**src/rtl/syncdet_pkg.sv**
```systemverilog
package syncdet_pkg;

    typedef enum logic [1:0] {
        ST_HUNT   = 2'd0,
        ST_SECOND = 2'd1,
        ST_SYNCED = 2'd2
    } hunt_st_e;

    typedef struct packed {
        logic       ext;
        logic       single;
        logic [1:0] len;
    } mode_t;

    localparam int MODE_BITS = 4;

endpackage

```
**src/rtl/syncdet_cfg.sv**
```systemverilog
module syncdet_cfg
    import syncdet_pkg::*;
#(
    parameter int MAX_W = 8
) (
    input  logic             clk_i,
    input  logic             rst_i,
    input  logic             wr_en_i,
    input  logic [1:0]       wr_addr_i,
    input  logic [MAX_W-1:0] wr_data_i,
    output mode_t            mode_o,
    output logic [MAX_W-1:0] sync1_o,
    output logic [MAX_W-1:0] sync2_o,
    output logic             mode_wr_o
);

    typedef struct packed {
        mode_t            mode;
        logic [MAX_W-1:0] s1;
        logic [MAX_W-1:0] s2;
    } cfg_t;

    cfg_t cfg_d, cfg_q;

    always_comb begin
        cfg_d     = cfg_q;
        mode_wr_o = 1'b0;
        if (wr_en_i) begin
            unique case (wr_addr_i)
                2'd0: begin
                    cfg_d.mode = mode_t'(wr_data_i[MODE_BITS-1:0]);
                    mode_wr_o  = 1'b1;
                end
                2'd1:    cfg_d.s1 = wr_data_i;
                2'd2:    cfg_d.s2 = wr_data_i;
                default: ;
            endcase
        end
    end

    always_ff @(posedge clk_i) begin
        if (rst_i) cfg_q <= '0;
        else       cfg_q <= cfg_d;
    end

    assign mode_o  = cfg_q.mode;
    assign sync1_o = cfg_q.s1;
    assign sync2_o = cfg_q.s2;

endmodule

```
**src/rtl/syncdet_window.sv**
```systemverilog
module syncdet_window #(
    parameter int MAX_W = 8,
    localparam int CW    = $clog2(MAX_W),
    localparam int MIN_W = MAX_W - 3
) (
    input  logic [MAX_W-1:0] shreg_i,
    input  logic             rx_bit_i,
    input  logic [1:0]       len_i,
    input  logic [MAX_W-1:0] sync1_i,
    input  logic [MAX_W-1:0] sync2_i,
    output logic [MAX_W-1:0] shreg_nx_o,
    output logic [MAX_W-1:0] win_o,
    output logic [CW-1:0]    last_idx_o,
    output logic             match1_o,
    output logic             match2_o
);

    int unsigned      char_len;
    logic [MAX_W-1:0] eq1, eq2;

    always_comb begin
        shreg_nx_o = {rx_bit_i, shreg_i[MAX_W-1:1]};
        char_len   = MIN_W + int'(len_i);
        win_o      = shreg_nx_o >> (MAX_W - char_len);
        last_idx_o = CW'(char_len - 1);
    end

    for (genvar i = 0; i < MAX_W; i++) begin : g_cmp
        assign eq1[i] = (i >= char_len) || (win_o[i] == sync1_i[i]);
        assign eq2[i] = (i >= char_len) || (win_o[i] == sync2_i[i]);
    end

    assign match1_o = &eq1;
    assign match2_o = &eq2;

endmodule

```
**src/rtl/syncdet_top.sv**
```systemverilog
module syncdet_top
    import syncdet_pkg::*;
#(
    parameter int MAX_W = 8
) (
    input  logic             clk_i,
    input  logic             rst_i,
    input  logic             wr_en_i,
    input  logic [1:0]       wr_addr_i,
    input  logic [MAX_W-1:0] wr_data_i,
    input  logic             rd_status_i,
    input  logic             bit_en_i,
    input  logic             rx_bit_i,
    input  logic             sync_pin_i,
    output logic             sync_pin_o,
    output logic             sync_pin_oe_o,
    output logic [1:0]       status_o,
    output logic [MAX_W-1:0] char_o,
    output logic             char_valid_o
);

    localparam int CW = $clog2(MAX_W);

    typedef struct packed {
        hunt_st_e         st;
        logic [MAX_W-1:0] shreg;
        logic [CW-1:0]    cnt;
        logic             det;
        logic [MAX_W-1:0] chr;
        logic             cval;
    } fsm_t;

    mode_t            mode;
    logic [MAX_W-1:0] sync1, sync2, shreg_nx, win;
    logic [CW-1:0]    last_idx;
    logic             mode_wr, match1, match2, det_set;
    fsm_t             st_d, st_q;

    syncdet_cfg #(.MAX_W(MAX_W)) u_cfg (
        .clk_i     (clk_i),
        .rst_i     (rst_i),
        .wr_en_i   (wr_en_i),
        .wr_addr_i (wr_addr_i),
        .wr_data_i (wr_data_i),
        .mode_o    (mode),
        .sync1_o   (sync1),
        .sync2_o   (sync2),
        .mode_wr_o (mode_wr)
    );

    syncdet_window #(.MAX_W(MAX_W)) u_win (
        .shreg_i    (st_q.shreg),
        .rx_bit_i   (rx_bit_i),
        .len_i      (mode.len),
        .sync1_i    (sync1),
        .sync2_i    (sync2),
        .shreg_nx_o (shreg_nx),
        .win_o      (win),
        .last_idx_o (last_idx),
        .match1_o   (match1),
        .match2_o   (match2)
    );

    always_comb begin
        st_d      = st_q;
        st_d.cval = 1'b0;
        det_set   = 1'b0;
        if (mode_wr) begin
            st_d.st    = ST_HUNT;
            st_d.cnt   = '0;
            st_d.shreg = '1;
            st_d.det   = 1'b0;
        end else begin
            if (bit_en_i) begin
                st_d.shreg = shreg_nx;
                unique case (st_q.st)
                    ST_HUNT: begin
                        if (mode.ext) begin
                            if (sync_pin_i) begin
                                st_d.st  = ST_SYNCED;
                                st_d.cnt = '0;
                                det_set  = 1'b1;
                            end
                        end else if (match1) begin
                            st_d.cnt = '0;
                            if (mode.single) begin
                                st_d.st = ST_SYNCED;
                                det_set = 1'b1;
                            end else begin
                                st_d.st = ST_SECOND;
                            end
                        end
                    end
                    ST_SECOND: begin
                        if (st_q.cnt == last_idx) begin
                            st_d.cnt = '0;
                            if (match2) begin
                                st_d.st = ST_SYNCED;
                                det_set = 1'b1;
                            end else if (!match1) begin
                                st_d.st = ST_HUNT;
                            end
                        end else begin
                            st_d.cnt = st_q.cnt + 1'b1;
                        end
                    end
                    ST_SYNCED: begin
                        if (st_q.cnt == last_idx) begin
                            st_d.cnt  = '0;
                            st_d.cval = 1'b1;
                            st_d.chr  = win;
                            if (!mode.ext && match1) det_set = 1'b1;
                        end else begin
                            st_d.cnt = st_q.cnt + 1'b1;
                        end
                    end
                    default: st_d.st = ST_HUNT;
                endcase
            end
            st_d.det = det_set | (st_q.det & ~rd_status_i);
        end
    end

    always_ff @(posedge clk_i) begin
        if (rst_i) begin
            st_q       <= '0;
            st_q.st    <= ST_HUNT;
            st_q.shreg <= '1;
        end else begin
            st_q <= st_d;
        end
    end

    assign sync_pin_oe_o = ~mode.ext;
    assign sync_pin_o    = st_q.det & ~mode.ext;
    assign status_o      = {st_q.det, (st_q.st != ST_SYNCED)};
    assign char_o        = st_q.chr;
    assign char_valid_o  = st_q.cval;

endmodule

```
**config.mk**
```make
export PLATFORM = sky130hd
export DESIGN_NAME = syncdet_top
export DESIGN_NICKNAME = d
export VERILOG_FILES = /design/src/rtl/syncdet_pkg.sv /design/src/rtl/syncdet_cfg.sv /design/src/rtl/syncdet_window.sv /design/src/rtl/syncdet_top.sv
export SDC_FILE = /design/constraint.sdc
export NUM_CORES = 1
export LEC_CHECK = 0
export BUFFER_PORTS_ARGS = -buffer_cell sky130_fd_sc_hd__buf_2
export CAP_MARGIN = 25
export CORE_MARGIN = 10
export CORE_UTILIZATION = 58
export DETAILED_ROUTE_END_ITERATION = 10
export PLACE_DENSITY_LB_ADDON = 0.12
export SLEW_MARGIN = 15
export SYNTH_ARGS = -nofsm -noshare
export SYNTH_HDL_FRONTEND = slang
export SYNTH_SLANG_ARGS = --single-unit
```
**constraint.sdc**
```tcl
create_clock -name clk_i -period 4.3 [get_ports clk_i]
set_input_delay 1.29 -clock clk_i [delete_from_list [all_inputs] [get_ports clk_i]]
set_output_delay 1.29 -clock clk_i [all_outputs]
set_load 0.01 [all_outputs]
```
==> results of run 1 <==
[metal layers]
layer	global-route usage (%)	routed length (um)
met5	0	0
met3	4.780	371
met2	24.05	2506
met1	19.44	2553
met4	6.437	102
[registers in the layout, indices dropped and copies added, names as in the netlist]
| name | flops |
|---|---|
| char_o | 8 |
| char_valid_o | 1 |
| st_q | 12 |
| status_o | 1 |
| u_cfg.mode_o | 4 |
| u_cfg.sync1_o | 8 |
| u_cfg.sync2_o | 8 |
[how the worst max path moves through the flow]
stage,slack (ns),endpoint,start
after floorplan,1.15,st_q[22]$_SDFFE_PP0P_,u_cfg.mode_o[0]$_SDFFE_PP0P_
after global placement,0.74,st_q[22]$_SDFFE_PP0P_,u_cfg.mode_o[0]$_SDFFE_PP0P_
after detailed placement,0.64,st_q[22]$_SDFFE_PP0P_,u_cfg.mode_o[0]$_SDFFE_PP0P_
after CTS,0.62,st_q[22]$_SDFFE_PP0P_,u_cfg.mode_o[0]$_SDFFE_PP0P_
after global routing,0.36,st_q[12]$_SDFFE_PP0P_,u_cfg.mode_o[0]$_SDFFE_PP0P_
final,0.58,st_q[22]$_SDFFE_PP0P_,u_cfg.mode_o[0]$_SDFFE_PP0P_
[placed cells by master (no fill, tap or decap), types with 7 or more instances in the layout]
master and n:
a21oi_1 14, buf_2 29, dfxtp_1 42, ha_1 10, inv_1 9, mux2i_1 28, nand2_1 21, nor2_1 43
nor3_1 7, o21ai_0 10
[Yosys cell counts, types with 2 or more instances]
master	number
xnor2_1	2
o211a_1	2
ha_1	10
mux2i_1	28
dfxtp_1	42
and3_1	6
and2_1	2
o31ai_1	2
buf_4	10
a21o_1	2
nand4_1	2
a31oi_1	2
nand3b_1	6
nor3_1	7
a21oi_1	14
xor2_1	5
nand2b_1	6
and4b_1	2
clkbuf_1	7
o22a_1	2
o211ai_1	3
or3_1	4
nand3_1	4
o21ai_0	10
mux4_2	3
nor2_1	43
inv_1	9
nand2_1	21
nor2b_1	3
[tightest hold or removal path, stage by stage, from the launching register on]
cell	delay, ns
dfxtp_1	0.33
a21oi_1	0.06
nor2_1	0.07
[power by group]
group          switching, uW  internal [uW]  total (uW)
sequential              10.2            397         408
combinational           56.7           42.4        99.1
clock                    135            174         309
total                    202            614         816
[logic make-up (layout without fill, tap and decap cells)]
family | Yosys count | count (layout) | share of synthesized area (%)
mux | 31 | 31 | 14.20
xor+xnor | 9 | 9 | 3.831
flops | 42 | 42 | 34.32
fa+ha+maj | 10 | 10 | 5.107
simple gates | 111 | 111 | 22.11
compound gates | 50 | 50 | 14.10
buf+inv | 29 | 47 | 6.333
[metrics by stage]
step | hold WS (ns) | area, um2
2_1_floorplan | 0.4358 | 2450
3_3_place_gp | 0.4619 | 2544
3_5_place_dp | 0.4774 | 2544
4_1_cts | 0.4955 | 2650
5_1_grt | 0.5257 | 2650
6_report | 0.4910 | 2650
[final cells by class]
type	instances	area (um2)	share of cell area [%]
Clock inverter	1	30.03	1.133
Tap cell	50	62.56	2.361
Multi-Input combinational cell	211	1454	54.86
Clock buffer	7	76.32	2.880
Inverter	9	33.78	1.275
Timing Repair Buffer	30	152.6	5.760
Sequential cell	42	840.8	31.73
==> results.ini, run 1 <==
[grt]
first_global_vias = 1954
globalRoute.totalOverflow = 0
global_route_wire_length_before_repair_um = 9294
antenna_found_initial = 0
grt_max_degree = 32
global_route.usage.total_pct = 15.53

[worst_hold_path]
min_to = char_o[3]$_SDFFE_PP0P_
worstHoldStart = char_o[3]$_SDFFE_PP0P_
hold_class = reg -> reg
hold-path-cell-count = 2

[floorplan]
num_rows = 23
placeableCoreArea_um2 = 4058
io-pin-count = 30
height_of_the_die_um = 84.99
design.die.area_um2 = 7223
floorplan.die.width_um = 84.99
initial_core_util_pct = 60.38

[route]
viasPerCell = 5.797
ant_nets = 0
detail_route.first_pass.iterations = 4
routed_via_count = 2029
post_drt_wl_per_cell_um = 15.81
route.final.wire_length_um = 5533
drt_drc_violations_left = 0
drt_iter0_markers = 181

[placed_design]
globalplace.congestion = 0.9148
dpl.cell_count = 342
place.port_buffers = 29
dpl_hpwl_um = 4091
preCtsSetupSlack_ns = 0.6384

[cells_and_area]
n_antenna_cell = 0
drive_above_1_share_pct = 15.33
num-nets-final = 326
final_cells = 350
final_core_utilization_pct = 65.31
area_growth_pct = 8.172
layout.filler_cells = 334

[setup_path]
critical_path_arrival_ns = 3.91
worstSetupEndpointType = flip-flop
setup.worst_path.start_class = flip-flop
critical_path_rt_ns = 4.50
cell_depth_of_the_worst_setup_path = 10
worst-path-buf-inv = 1
r2r-end = st_q[22]$_SDFFE_PP0P_
criticalPathCategory = reg -> reg
crit-reg2reg-launch = u_cfg.mode_o[0]$_SDFFE_PP0P_
path_delay_family = simple AND/OR/NAND/NOR gates
crit_chain = inv_1, ha_1, mux4_2, nor4b_1, a31oi_1, a21oi_1, nand4_1, and3_1, or3_1, o211a_1
crit_path_top_delay_cell = dfxtp_1
crit_path_max_fanout = 19
crit_path_max_incr_delay_ns = 0.68
setup.reg_to_reg.worst_slack_ns = 0.58
worstRegToRegCells = 10

[sta]
final.period_utilization_pct = 86.42
layout_min_cycle_time_ns = 3.716
setup_viol = 0
fmaxAchievable_ghz = 0.2691
post_route_skew_ns = 0.007756
rsz_0062_raised_after_global_routing = no
timing.final.ws_setup_ns = 0.5841
setup-tns-final_ns = 0
hold_viol = 0
drv_slew = 0
max_slew.worst_pin.slew_ns = 0.7916
headroom_to_the_max_slew_limit_pct = 47.03

[logic_synthesis]
synth_ff_type = dfxtp_1
yosysUniqueCellTypes = 52
post_synth_top_area_share_pct = 34.32
synth_enable_flop_cells = 0
syn_nets = 309
synth_warnings = 0
netlist_top_cells_area = dfxtp_1 34%, mux2i_1 11%, nor2_1 6.6%, ha_1 5.1%, nand2_1 3.2%
synth_top_area_cell = dfxtp_1
syn-cell-area_um2 = 2450
seq_cells_post_synth = 42
average_size_of_a_mapped_cell_um2 = 8.687
synthesis.instances = 282
sequential_cell_area_fraction_in_the_yosys_report_pct = 34.32
synth_async_sr_flop_share_pct = 0

[clocking]
cts_post_setup_buffers_inserted = 0
clk_root_buffer_cell = clkbuf_8
cts_tree = built
path_clk_slew_ns = 0.08
post_cts_resized = 0
post_cts_hold_buffer_count = 0
ctsLongestPathBuffers = 2
clock_sinks = 42
worst_skew_pair.late_latency_ns = 0.30
htree_num_levels = 2
cts_made_buffers = 5

[power_and_ir_drop]
p_leak_uw = 0.001267
ir_drop_mv = 0.2470
pwr_density_cell_nw_per_um2 = 307.9
total_power_uw = 816.0

[flow_run]
drv.max_cap_violation_count = 0

[outcome]
outcome = finished, final reports clean

No activity file was read; power rests on OpenSTA's default activity.
==> inputs of run 2 (changes only) <==
GPL_TIMING_DRIVEN = 0   (was unset)
==> run 2 against run 1 <==
Against the previous run: total power up 0.56%; final cell count grew 5.7%; register-to-register slack worse by 0.05 ns; worst hold slack worse by 0.015 ns; flip-flop and latch count unchanged; critical path depth grew 2; critical path type unchanged; largest cell class unchanged.
==> results.ini, run 2 (synthesis results as in run 1) <==
[cells_and_area]
area_growth_pct = 13.02
final_common_cell = nor2_1
largest_register_ffs = 12  ; unchanged
most_frequent_cells_in_the_layout = 43 x nor2_1, 42 x dfxtp_1, 31 x buf_2
max_flop_register = st_q
layout.filler_cells = 341  ; +2.1%
drive_above_1_share_pct = 18.13  ; +2.8 points
n_antenna_cell = 0  ; unchanged
num-nets-final = 346  ; +6.1%

[setup_path]
r2r-end = st_q[22]$_SDFFE_PP0P_
crit_path_max_incr_delay_ns = 0.60  ; -0.08 ns
critical_path_rt_ns = 4.49  ; about the same
setup.reg_to_reg.worst_slack_ns = 0.53  ; -0.05 ns
critical_path_arrival_ns = 3.95  ; +0.04 ns
crit-reg2reg-launch = u_cfg.mode_o[0]$_SDFFE_PP0P_
worstSetupEndpointType = flip-flop
setup.worst_path.start_class = flip-flop
criticalPathCategory = reg -> reg
crit_path_max_fanout = 10  ; -9
crit_path_top_delay_cell = o21ai_0
crit_chain = buf_2, inv_1, ha_1, buf_6, nor2b_1, o21ai_0, nand3_1, a221oi_1, nand4_1, and3_1, or3_1, o211a_1
worstRegToRegCells = 12  ; +2

[sta]
layout_min_cycle_time_ns = 3.765  ; +0.04909 ns
headroom_to_the_max_slew_limit_pct = 49.11  ; +2.1 points
final.period_utilization_pct = 87.56  ; +1.1 points
setup-tns-final_ns = 0  ; unchanged
fmaxAchievable_ghz = 0.2656  ; -1.3%
drv_slew = 0  ; unchanged
rsz_0062_raised_after_global_routing = no
max_slew.worst_pin.slew_ns = 0.7554  ; -0.03620 ns
post_route_skew_ns = 0.007539  ; -0.0002169 ns
hold_viol = 0  ; unchanged
setup_viol = 0  ; unchanged
timing.final.ws_setup_ns = 0.5350  ; -0.04909 ns

[placed_design]
place.port_buffers = 29  ; unchanged
globalplace.congestion = 0.9093  ; -0.60%
preCtsSetupSlack_ns = 0.6330  ; -0.005376 ns
dpl_hpwl_um = 4472  ; +9.3%

[route]
drt_drc_violations_left = 0  ; unchanged
detail_route.first_pass.iterations = 4  ; unchanged
ant_nets = 0  ; unchanged
drt_iter0_markers = 161  ; -11%
routed_via_count = 2133  ; +5.1%
viasPerCell = 5.765  ; -0.56%
post_drt_wl_per_cell_um = 15.67  ; -0.86%
route.final.wire_length_um = 5799  ; +4.8%

[clocking]
cts_post_setup_buffers_inserted = 0  ; unchanged
post_cts_resized = 0  ; unchanged
post_cts_hold_buffer_count = 0  ; unchanged
clk_root_buffer_cell = clkbuf_8
cts_tree = built
path_clk_slew_ns = 0.08  ; about the same
ctsLongestPathBuffers = 2  ; unchanged
htree_num_levels = 2  ; unchanged
worst_skew_pair.late_latency_ns = 0.30  ; about the same
clock_sinks = 42  ; unchanged
cts_made_buffers = 5  ; unchanged

[floorplan]
io-pin-count = 30  ; unchanged
num_rows = 23  ; unchanged
design.die.area_um2 = 7223  ; unchanged
height_of_the_die_um = 84.99  ; unchanged
initial_core_util_pct = 60.38  ; unchanged
placeableCoreArea_um2 = 4058  ; unchanged
floorplan.die.width_um = 84.99  ; unchanged

[worst_hold_path]
hold-path-cell-count = 2  ; unchanged
hold_class = reg -> reg
worstHoldStart = st_q[14]$_SDFFE_PP1P_
min_to = st_q[14]$_SDFFE_PP1P_

[power_and_ir_drop]
ir_drop_mv = 0.1611  ; -35%
pwr_density_cell_nw_per_um2 = 296.3  ; -3.8%
p_leak_uw = 0.001342  ; +6.0%

[grt]
global_route.usage.total_pct = 15.85  ; +0.32 points
globalRoute.totalOverflow = 0  ; unchanged
antenna_found_initial = 0  ; unchanged
global_route_wire_length_before_repair_um = 9639  ; +3.7%
first_global_vias = 2095  ; +7.2%
grt_max_degree = 13  ; -59%

[outcome]
outcome = finished, final reports clean

[flow_run]
drv.max_cap_violation_count = 0  ; unchanged

-- run 2: cell types whose count changed in the layout (fill, tap and decap cells not counted), sizes merged --
cell    delta
buf       +13
clkbuf     +7
-- run 2: power by group --
part | total [uW] | internal, uW | switching, uW
combinational | 104 | 44.7 | 58.9
sequential | 407 | 397 | 9.52
clock | 310 | 174 | 136
total | 820 | 616 | 204
-- run 2: area by class of cell --
| type | instances | area, um2 | share of cell area [%] |
|---|---|---|---|
| Buffer | 20 | 121.4 | 4.383 |
| Clock buffer | 7 | 76.32 | 2.756 |
| Clock inverter | 1 | 30.03 | 1.084 |
| Inverter | 9 | 33.78 | 1.220 |
| Multi-Input combinational cell | 211 | 1454 | 52.51 |
| Sequential cell | 42 | 840.8 | 30.37 |
| Tap cell | 50 | 62.56 | 2.259 |
| Timing Repair Buffer | 30 | 150.1 | 5.422 |
-- run 2: metal layers --
layer | global-route usage, % | routed length (um)
met1 | 19.97 | 2704
met5 | 0 | 0
met4 | 6.587 | 110
met2 | 24.66 | 2616
met3 | 4.493 | 367
-- run 2: how the worst max path moves through the flow --
stage                                  to  slack [ns]  depth (start not counted)                         start
finish              st_q[22]$_SDFFE_PP0P_        0.53                         12  u_cfg.mode_o[0]$_SDFFE_PP0P_
global placement    st_q[22]$_SDFFE_PP0P_        0.64                         12  u_cfg.mode_o[0]$_SDFFE_PP0P_
detailed placement  st_q[22]$_SDFFE_PP0P_        0.63                         12  u_cfg.mode_o[0]$_SDFFE_PP0P_
global route        st_q[12]$_SDFFE_PP0P_        0.37                         12  u_cfg.mode_o[0]$_SDFFE_PP0P_
CTS                 st_q[22]$_SDFFE_PP0P_        0.61                         12  u_cfg.mode_o[0]$_SDFFE_PP0P_
floorplan           st_q[22]$_SDFFE_PP0P_        1.15                         11  u_cfg.mode_o[0]$_SDFFE_PP0P_
-- run 2: metrics by stage --
step	power [uW]	hold WS, ns	cell area, um2	util (%)	instances
3_5_place_dp	518.1	0.4633	2663	65.62	362
3_3_place_gp	515.6	0.4561	2658	65.49	361
2_1_floorplan	486.5	0.4358	2450	-	282
4_1_cts	826.4	0.4841	2769	68.24	370
5_1_grt	850.6	0.5185	2769	68.24	370
6_report	820.5	0.4761	2769	68.24	370
-- run 2: worst max-delay path: cells and delay by family, from the launching register on --
kind	cells	cell delay, ns
simple gates	5	1.08
flops	1	0.52
buf+inv	3	0.57
fa+ha+maj	1	0.39
compound gates	3	1.10
==> inputs of run 3 (changes only) <==
--- a/config.mk
+++ b/config.mk
@@ -10,3 +10,3 @@
 export CORE_MARGIN = 10
-export CORE_UTILIZATION = 58
+export CORE_UTILIZATION = 55
 export DETAILED_ROUTE_END_ITERATION = 10
--- a/constraint.sdc
+++ b/constraint.sdc
@@ -3,2 +3,2 @@
 set_output_delay 1.29 -clock clk_i [all_outputs]
-set_load 0.01 [all_outputs]
+set_load 0.005 [all_outputs]
==> run 3 against run 2 <==
Against the previous run: clock skew increased by 0.0013 ns; worst hold slack gained 0.013 ns; via count is 1.5% lower; combinational power barely moved; fmax grew 2.4%; non-clock buffer count did not move; total power grew 1.5%; core utilization decreased by 4.0 points; critical path depth did not move; count of clock-buffer cells in the layout shrank 1; die area grew 4.2%; final cell count rose by 0.27%; highest routed layer unchanged.
==> results.ini, run 3 (synthesis results as in run 1) <==
[setup_path]
startpoint = u_cfg.mode_o[0]$_SDFFE_PP0P_
worstRegToRegCells = 12  ; unchanged
crit_path_max_fanout = 10  ; unchanged
critical_path_rt_ns = 4.51  ; +0.02 ns
critical_path_arrival_ns = 3.88  ; -0.07 ns
setup.worst_path.start_class = flip-flop
crit-reg2reg-launch = u_cfg.mode_o[0]$_SDFFE_PP0P_
r2r-end = st_q[22]$_SDFFE_PP0P_
criticalPathCategory = reg -> reg
worstSetupEndpointType = flip-flop
setup.reg_to_reg.worst_slack_ns = 0.62  ; +0.09 ns

[sta]
drv_slew = 0  ; unchanged
headroom_to_the_max_slew_limit_pct = 54.75  ; +5.6 points
setup_viol = 0  ; unchanged
fmaxAchievable_ghz = 0.2721  ; +2.4%
final.period_utilization_pct = 85.48  ; -2.1 points
max_slew.worst_pin.slew_ns = 0.6787  ; -0.07666 ns
hold_viol = 0  ; unchanged
setup-tns-final_ns = 0  ; unchanged
layout_min_cycle_time_ns = 3.676  ; -0.08929 ns
rsz_0062_raised_after_global_routing = no
post_route_skew_ns = 0.008873  ; +0.001334 ns

[floorplan]
height_of_the_die_um = 86.74  ; +2.1%
floorplan.die.width_um = 86.74  ; +2.1%
placeableCoreArea_um2 = 4324  ; +6.6%
io-pin-count = 30  ; unchanged
num_rows = 24  ; +4.3%
initial_core_util_pct = 56.66  ; -3.7 points
design.die.area_um2 = 7524  ; +4.2%

[placed_design]
dpl_hpwl_um = 4391  ; -1.8%
place.port_buffers = 29  ; unchanged
globalplace.congestion = 0.9109  ; +0.18%
dpl.cell_count = 364  ; +0.55%

[route]
ant_nets = 0  ; unchanged
detail_route.first_pass.iterations = 4  ; unchanged
routed_via_count = 2102  ; -1.5%
route.final.wire_length_um = 5729  ; -1.2%
drt_drc_violations_left = 0  ; unchanged
drt_iter0_markers = 162  ; +0.62%
post_drt_wl_per_cell_um = 15.44  ; -1.5%
viasPerCell = 5.666  ; -1.7%

[clocking]
clock_sinks = 42  ; unchanged
htree_num_levels = 2  ; unchanged
path_clk_slew_ns = 0.08  ; about the same
post_cts_hold_buffer_count = 0  ; unchanged
cts_post_setup_buffers_inserted = 0  ; unchanged
worst_skew_pair.late_latency_ns = 0.30  ; about the same
ctsLongestPathBuffers = 2  ; unchanged
cts_tree = built
post_cts_resized = 0  ; unchanged
clk_root_buffer_cell = clkbuf_8
cts_made_buffers = 5  ; unchanged

[power_and_ir_drop]
register_share_of_total_power_pct = 48.8  ; -0.8 points
p_int_uw = 628.0  ; +1.9%
total_power_uw = 832.5  ; +1.5%
p_leak_uw = 0.001347  ; +0.36%
pwr_density_cell_nw_per_um2 = 299.7  ; +1.1%
comb_power_share_pct = 12.4  ; -0.2 points
power.switching_fraction_pct = 24.56  ; -0.36 points
share_clk_of_total_power_pct = 38.8  ; +1.0 points
ir_drop_mv = 0.1642  ; +2.0%
net-switching-power_uw = 204.5  ; about the same

[outcome]
outcome = finished, final reports clean

[cells_and_area]
area_growth_pct = 13.38
final_cells = 371  ; +0.27%
num-nets-final = 346  ; unchanged
max_flop_register = st_q
largest_register_ffs = 12  ; unchanged
n_antenna_cell = 0  ; unchanged
drive_above_1_share_pct = 18.50  ; +0.37 points
most_frequent_cells_in_the_layout = 43 x nor2_1, 42 x dfxtp_1, 31 x buf_2
final_common_cell = nor2_1

[grt]
grt_max_degree = 13  ; unchanged
global_route.usage.total_pct = 15.87  ; +0.020 points
global_route_wire_length_before_repair_um = 9611  ; -0.29%
globalRoute.totalOverflow = 0  ; unchanged
first_global_vias = 2031  ; -3.1%
antenna_found_initial = 0  ; unchanged

[flow_run]
drv.max_cap_violation_count = 0  ; unchanged

[worst_hold_path]
worstHoldStart = char_o[3]$_SDFFE_PP0P_
min_to = char_o[3]$_SDFFE_PP0P_
hold-path-cell-count = 2  ; unchanged
hold_class = reg -> reg

-- run 3: cell types whose count changed in the layout (fill, tap and decap cells not counted) --
cell / delta
clkbuf_8: +1
clkbuf_1: -2
-- run 3: layout make-up --
| cell class | instances | area (um2) |
|---|---|---|
| flip-flops and latches | 42 | 840.8 |
| clock buffers | 6 | 82.58 |
| fillers | 382 | 1546 |
| clock inverters | 1 | 30.03 |
| well taps | 52 | 65.06 |
| repair buffers | 30 | 150.1 |
| plain buffers | 20 | 121.4 |
| inverters | 9 | 33.78 |
| multi-input cells | 211 | 1454 |
-- run 3: worst max-delay path by stage --
stage,to
finish,st_q[22]$_SDFFE_PP0P_
global route,st_q[12]$_SDFFE_PP0P_
CTS,st_q[22]$_SDFFE_PP0P_
detailed placement,st_q[22]$_SDFFE_PP0P_
global placement,st_q[22]$_SDFFE_PP0P_
floorplan,st_q[22]$_SDFFE_PP0P_
-- run 3: metal layers --
layer	up-vias	GRT usage [%]	part of all wire (%)
met5	-	0	0
met4	0	6.627	2.2
met3	12	4.690	6.6
met2	55	24.77	45
met1	979	19.85	46
li1	1056	-	-
-- run 3: critical path: stages, from the launching register on --
cell and delay [ns]:
dfxtp_1 0.51, buf_2 0.26, inv_1 0.11, ha_1 0.39, buf_6 0.18, nor2b_1 0.12, o21ai_0 0.51, nand3_1 0.14
a221oi_1 0.39, nand4_1 0.20, and3_1 0.24, or3_1 0.38, o211a_1 0.13
-- run 3: power groups by stage --
stage | clock network (uW) | logic [uW] | registers, uW
after floorplan | 0 | 73.0 | 413
after global placement | 0 | 100 | 416
after detailed placement | 0 | 102 | 416
after CTS | 328 | 103 | 406
after global routing | 342 | 115 | 408
final | 323 | 103 | 407
-- run 3: through the flow --
step / hold slack, ns / worst slack, ns / util (%) / area, um2
finish: 0.4891 / 0.6243 / 64.24 / 2778
global route: 0.5191 / 0.2412 / 64.24 / 2778
CTS: 0.4929 / 0.6476 / 64.24 / 2778
detailed placement: 0.4757 / 0.6548 / 61.63 / 2665
global placement: 0.4600 / 0.6541 / 61.52 / 2660
floorplan: 0.4358 / 1.149 / - / 2450
